File: src/rtl/cla_pkg.sv
package cla_pkg;
  localparam int unsigned CLA_DEF_WIDTH = 32;
  localparam int unsigned CLA_DEF_GROUP = 8;

  // one bit's lookahead terms
  typedef struct packed {
    logic gen;
    logic prop;
  } gp_t;
endpackage

File: src/rtl/cla_pg.sv
module cla_pg #(
  parameter int unsigned N = 8
) (
  input  logic [N-1:0] a_i,
  input  logic [N-1:0] b_i,
  output logic [N-1:0] g_o,
  output logic [N-1:0] p_o
);
  import cla_pkg::*;

  gp_t [N-1:0] terms;

  for (genvar k = 0; k < N; k++) begin : g_bit
    assign terms[k].gen  = a_i[k] & b_i[k];
    assign terms[k].prop = a_i[k] ^ b_i[k];
    assign g_o[k] = terms[k].gen;
    assign p_o[k] = terms[k].prop;
  end

  // a bit can never both create and pass a carry
  always_comb begin
    assert_gp_exclusive_R5: assert ((g_o & p_o) == '0)
      else $error("generate and propagate overlap");
  end
endmodule

File: src/rtl/cla_group_carry.sv
module cla_group_carry #(
  parameter int unsigned N = 8
) (
  input  logic [N-1:0] g_i,
  input  logic [N-1:0] p_i,
  input  logic         cin_i,
  output logic [N-1:0] cout_o
);
  // cout_o[i] is the carry leaving bit i, flattened to one OR of ANDs
  for (genvar i = 0; i < N; i++) begin : g_carry
    logic [i+1:0] prod;
    for (genvar j = 0; j <= i; j++) begin : g_term
      if (j == i) begin : g_own
        assign prod[j] = g_i[j];
      end else begin : g_chain
        assign prod[j] = g_i[j] & (&p_i[i:j+1]);
      end
    end
    assign prod[i+1] = cin_i & (&p_i[i:0]);
    assign cout_o[i] = |prod;
  end

  // a fully propagating slice passes its carry-in unchanged
  always_comb begin
    if (&p_i) begin
      assert_prop_chain_R3: assert (cout_o[N-1] == cin_i)
        else $error("propagate chain broken");
    end
  end
endmodule

File: src/rtl/cla_group.sv
module cla_group #(
  parameter int unsigned N = 8
) (
  input  logic [N-1:0] a_i,
  input  logic [N-1:0] b_i,
  input  logic         c_i,
  output logic [N-1:0] s_o,
  output logic         c_o
);
  logic [N-1:0] gen, prop, cout, cin_bit;

  cla_pg #(.N(N)) u_pg (
    .a_i(a_i), .b_i(b_i), .g_o(gen), .p_o(prop)
  );

  cla_group_carry #(.N(N)) u_carry (
    .g_i(gen), .p_i(prop), .cin_i(c_i), .cout_o(cout)
  );

  for (genvar k = 0; k < N; k++) begin : g_cin
    if (k == 0) begin : g_lsb
      assign cin_bit[k] = c_i;
    end else begin : g_up
      assign cin_bit[k] = cout[k-1];
    end
  end

  assign s_o = prop ^ cin_bit;
  assign c_o = cout[N-1];

  logic [N:0] slice_ref;
  always_comb begin
    slice_ref = {1'b0, a_i} + {1'b0, b_i} + {{N{1'b0}}, c_i};
    assert_group_sum_R1: assert ({c_o, s_o} == slice_ref)
      else $error("slice result wrong");
  end
endmodule

File: src/rtl/cla_adder.sv
module cla_adder #(
  parameter int unsigned WIDTH = cla_pkg::CLA_DEF_WIDTH,
  parameter int unsigned GROUP = cla_pkg::CLA_DEF_GROUP
) (
  input  logic [WIDTH-1:0] op_a,
  input  logic [WIDTH-1:0] op_b,
  input  logic             carry_in,
  output logic [WIDTH-1:0] sum,
  output logic             carry_out
);
  localparam int unsigned NGRP = WIDTH / GROUP;

  if ((WIDTH % GROUP) != 0 || GROUP < 1) begin : g_bad_cfg
    $error("WIDTH must be a whole multiple of GROUP");
  end

  logic [NGRP:0] link;
  assign link[0] = carry_in;

  for (genvar s = 0; s < NGRP; s++) begin : g_slice
    cla_group #(.N(GROUP)) u_grp (
      .a_i(op_a[s*GROUP +: GROUP]),
      .b_i(op_b[s*GROUP +: GROUP]),
      .c_i(link[s]),
      .s_o(sum[s*GROUP +: GROUP]),
      .c_o(link[s+1])
    );
  end

  assign carry_out = link[NGRP];

  logic [WIDTH:0] full_ref;
  always_comb begin
    full_ref = {1'b0, op_a} + {1'b0, op_b} + {{WIDTH{1'b0}}, carry_in};
    assert_total_R2: assert ({carry_out, sum} == full_ref)
      else $error("adder result wrong");
    if (&(op_a ^ op_b)) begin
      assert_full_chain_R3: assert (carry_out == carry_in)
        else $error("carry lost across slices");
    end
  end
endmodule

File: config.mk
export PLATFORM = sky130hd
export DESIGN_NAME = cla_adder
export DESIGN_NICKNAME = d
export VERILOG_FILES = /design/src/rtl/cla_pkg.sv /design/src/rtl/cla_pg.sv /design/src/rtl/cla_group_carry.sv /design/src/rtl/cla_group.sv /design/src/rtl/cla_adder.sv
export SDC_FILE = /design/constraint.sdc
export NUM_CORES = 1
export LEC_CHECK = 0
export BUFFER_PORTS_ARGS = -buffer_cell sky130_fd_sc_hd__clkbuf_2
export CORE_MARGIN = 3
export CORE_UTILIZATION = 30
export DETAILED_ROUTE_END_ITERATION = 6
export SLEW_MARGIN = 10
export SYNTH_ARGS = -nofsm -noshare
export SYNTH_HDL_FRONTEND = slang
export SYNTH_HIERARCHICAL = 1
export SYNTH_SLANG_ARGS = --single-unit
File: constraint.sdc
create_clock -name vclk -period 4.3
set_clock_uncertainty 0.05 [all_clocks]
set_input_delay 0.43 -clock vclk [all_inputs]
set_output_delay 0.43 -clock vclk [all_outputs]
set_load 0.01 [all_outputs]
Yosys cells after proc, flatten, opt, wreduce, memory -nomap -nowiden
Index checks and enable logic that the tools add are counted.
- flip-flop bits (word level): 0
- word-level logic and storage cells: 356
- bitwise operators: 212
- reductions and logical operators: 144
- operators with widths (operator ; number):
    AND 1 bit ; 176
    AND reduction 4 bit ; 20
    AND reduction 5 bit ; 16
    AND reduction 3 bit ; 24
    AND reduction 6 bit ; 12
    AND reduction 2 bit ; 28
    AND reduction 7 bit ; 8
    OR reduction 9 bit ; 4
    AND reduction 8 bit ; 4
    OR reduction 8 bit ; 4
    XOR 1 bit ; 32
    XOR 8 bit ; 4
    OR reduction 7 bit ; 4
    OR reduction 6 bit ; 4
    OR reduction 5 bit ; 4
    OR reduction 4 bit ; 4
    OR reduction 3 bit ; 4
    OR reduction 2 bit ; 4

Longest topological paths before layout
- depth in word-level cells: 11
- depth in mapped cells: 14
- mapped depth without buffers: 14

By module
Netlist, hierarchy kept.
- modules (own cells, without submodules) (module ; times used ; cells each ; area each (um^2) ; seq. area each (um^2)):
    cla_group_carry ; 4 ; 29 ; 185.2 ; 0.0
    cla_pg ; 4 ; 8 ; 100.1 ; 0.0
    cla_group ; 4 ; 8 ; 70.1 ; 0.0

Worst setup path after synthesis
No wires, ideal clock.
- kind: in2out
- from: input port op_a[5]
- to: output port sum[28]
- data arrival time: 3323 ps
- required time: 3820 ps
- path slack: 497 ps
- stages: 14
- cell sequence: ha_1 a21o_1 a221oi_2 o221ai_2 and3_1 nor2_1 o221ai_2 and3_1 nor2_1 o221ai_2 and3_1 o21ai_0 a21boi_0 xor2_1
- cells in the longest elaborated chain, start to end: 11
- elaborated cells between the ends (all ways): 23
- those cells by class: 13 x bitwise; 10 x reduce/logical
- RTL lines (item ; RTL line ; RTL):
    start: declaration ; cla_adder.sv:5 ; input logic [WIDTH-1:0] op_a,
    XOR 1 bit ; cla_pg.sv:15 ; assign terms[k].prop = a_i[k] ^ b_i[k];
    AND reduction 8 bit, or another cell as far along ; -- ;
    AND 1 bit (on tied branches) ; cla_group_carry.sv:19, cla_group_carry.sv:16 ;
    OR reduction 9 bit (*) ; cla_group_carry.sv:20 ; assign cout_o[i] = |prod;
    via link[1] ; cla_adder.sv:17 ; logic [NGRP:0] link;
    AND 1 bit (*) ; cla_group_carry.sv:19 ; assign prod[i+1] = cin_i & (&p_i[i:0]);
    OR reduction 9 bit (*) ; cla_group_carry.sv:20 ;
    via link[2] ; cla_adder.sv:17 ;
    AND 1 bit (*) ; cla_group_carry.sv:19 ;
    OR reduction 9 bit (*) ; cla_group_carry.sv:20 ;
    via link[3] ; cla_adder.sv:17 ;
    AND 1 bit (*) ; cla_group_carry.sv:19 ;
    OR reduction 5 bit (*) ; cla_group_carry.sv:20 ;
    via g_slice[3].u_grp.cout[3] ; cla_group.sv:10 ; logic [N-1:0] gen, prop, cout, cin_bit;
    XOR 8 bit (*) ; cla_group.sv:28 ; assign s_o = prop ^ cin_bit;
    end: declaration ; cla_adder.sv:8 ; output logic [WIDTH-1:0] sum,
Mark *: on every way through the listed nets, which the timed path passes. The rest lies on a longest branch.

Worst setup path after layout
- from: input port op_a[5]
- to: output port sum[28]
- cells in the longest elaborated chain, start to end: 11
- elaborated cells between the ends (all ways): 23
- those cells by class: 13 x bitwise; 10 x reduce/logical
- RTL lines (item ; RTL line):
    XOR 1 bit (*) ; cla_pg.sv:15
    via g_slice[0].u_grp.prop[5] ; cla_group.sv:10
    AND reduction 8 bit, or another cell as far along ; --
    AND 1 bit (on tied branches) ; cla_group_carry.sv:19, cla_group_carry.sv:16
    OR reduction 9 bit (*) ; cla_group_carry.sv:20
    via link[1] ; cla_adder.sv:17
    AND 1 bit (*) ; cla_group_carry.sv:19
    OR reduction 9 bit (*) ; cla_group_carry.sv:20
    via link[2] ; cla_adder.sv:17
    AND 1 bit (*) ; cla_group_carry.sv:19
    OR reduction 9 bit (*) ; cla_group_carry.sv:20
    via link[3] ; cla_adder.sv:17
    AND 1 bit (*) ; cla_group_carry.sv:19
    OR reduction 5 bit (*) ; cla_group_carry.sv:20
    via g_slice[3].u_grp.cout[3] ; cla_group.sv:10
    XOR 8 bit (*) ; cla_group.sv:28
Marked as above.

==> run_results.csv <==
group,metric,value,unit
cells_and_area,regArea,0,µm²
cells_and_area,nets,381,
place,port_buffers,98,
global_route,first_global_vias,1520,
synth,synth_cell_type_count,20,
floorplan,rows,24,
sta,fin_crit_sh,92.8,%
detailed_routing,post-route-drc-count,0,
sta,post-route-min-period,3.99,ns
critical_path,worstSetupEndpointType,"output port",
cells_and_area,seq_cells,0,
place,post_dp_cell_area,0.00201,mm²
power_and_ir_drop,vdd_drop_max,0.0821,mV
floorplan,die-height,74.8,µm
cells_and_area,drive_above_1_share,42.9,%
floorplan,dieWidth,74.8,µm
sta,timing.final.ws_setup,0.309,ns
detailed_routing,final_antenna_net_count,0,
global_route,grt_overflow,0,
sta,finalSetupViolCount,0,
run_status,status,"completed",
cells_and_area,fin_area,0.00203,mm²
global_route,antenna_found_initial,0,
sta,slew_headroom,67.9,%
floorplan,die_area,0.00560,mm²
global_route,grt_pass1_wl,5870,µm
floorplan,initial_core_util,31.8,%
synth,yosys_warnings,6,
sta,hold_ws,1.10,ns
floorplan,io_pins,98,
synth,avgSynthCellArea,7.90,µm²
sta,fin_setup_tns,0,ns
cells_and_area,layout.cells.most_common,"clkbuf_2",
cells_and_area,post-route-util,45.3,%
global_route,track_usage,12.1,%
sta,finalHoldViolCount,0,
cells_and_area,mostFrequentLayoutCells,"clkbuf_2, xor2_1, ha_1, a21o_1, a21oi_1",
critical_path,worst-setup-path-type,"in -> out",
flow_run,maxCapViolCount,0,
place,place_inst,334,
sta,clock.fmax,251,MHz
cells_and_area,final_cells,334,
sta,final-max-slew-violation-count,0,
global_route,use_met1,16.4,%
min_path,hold_path_class,"in -> out",
critical_path,arrival,3.51,ns
place,post-place-ws,0.163,ns
place,place.gp.congestion,0.888,
detailed_routing,dr.pass1.iters,4,
detailed_routing,wl_per_cell,11.4,µm
detailed_routing,num_vias,1698,
power_and_ir_drop,power_leakage,1.21,nW
sta,max_slew.worst_pin.slew,0.476,ns
global_route,met2_usage,22.3,%
critical_path,cp_max_fo,5,
cells_and_area,area_growth,42.7,%
detailed_routing,drtIter0Drc,38,
cells_and_area,n_antenna_cell,0,
critical_path,cp.required,3.82,ns
place,hpwlAfterDp,3420,µm
cells_and_area,nClkBuffers,0,
synth,seq_area_frac_synth,0,%
clock_network,postCtsSetupBuffers,0,
synth,syn-cell-area,0.00142,mm²
global_route,gr-max-usage-layer,"met2",
global_route,grt_max_degree,7,
sta,rsz0062_at_grt,"no",
cells_and_area,nFillCells,462,
synth,synth_nets,277,
floorplan,core-area,0.00447,mm²
global_route,globalRouteMet3Util,0.267,%
synth,synthCells,180,
power_and_ir_drop,fin_total_pwr,0.362,mW
detailed_routing,viasPerCell,5.08,
detailed_routing,wirelength,3800,µm
critical_path,crit_path_start_kind,"primary input",
power_and_ir_drop,powerDensity,179,mW/mm²
-- cells by family after synthesis --
group / synth area share, %
XOR/XNOR: 19.7
adder cells (fa/ha/maj): 28.2
AO/OA/AOI/OAI: 32.4
AND/OR/NAND/NOR: 16.5
buffers and inverters: 3.17
-- routing by layer --
layer	wire length, µm	vias to the layer above
met5	0	-
met4	0	0
met3	238	0
met2	1810	66
met1	1750	748
li1	-	884
-- cells in the mapped netlist (all sizes together) --
cell      n  area (µm²)
and3      8        55.1
or2       4        25.0
nor2     16        60.1
o31ai     4        30.0
a31oi     4        25.0
a21boi    4        30.0
nor3      4        20.0
a21o     16         120
nand2b    4        25.0
xor2     32         280
o221ai    4        60.1
or3       4        25.0
a21oi    16        80.1
a221oi    4        60.1
nand4     4        25.0
o21ai     4        20.0
ha       32         400
inv      12        45.0
o2bb2ai   4        35.0
-- area by class of cell --
type,instances,area (µm²),share of cell area (%)
Inverter,12,45.0,2.22
Multi-Input combinational cell,168,1400,68.9
Tap cell,52,65.1,3.21
Timing Repair Buffer,102,520,25.7
-- worst max-delay path, cell delays in order --
cell and delay, ns:
clkbuf_2 0.08, ha_1 0.36, a21o_1 0.24, a221oi_4 0.32, o221ai_2 0.16, and3_4 0.21
nor2_2 0.15, o221ai_2 0.14, and3_1 0.22, nor2_2 0.14, o221ai_2 0.13, and3_1 0.21
o21ai_0 0.15, buf_4 0.15, a21boi_0 0.09, xor2_1 0.16, clkbuf_2 0.15
-- power by group --
| group | switching (mW) | total, mW | internal (mW) |
|---|---|---|---|
| clock network | 0 | 0 | 0 |
| logic | 0.193 | 0.362 | 0.169 |
| registers | 0 | 0 | 0 |
-- timing repair --
item | CTS | global route
hold buffers | 0 | 0
resized for setup | 0 | 4
setup endpoints to repair | 0 | 6
-- path summary, 6_finish.rpt --
kind / from / endpoint / slack, ns / cells past startpoint
max: op_a[5] / sum[28] / 0.31 / 17
min: carry_in / sum[0] / 1.10 / 3
No activity file was read; power rests on OpenSTA's default activity.
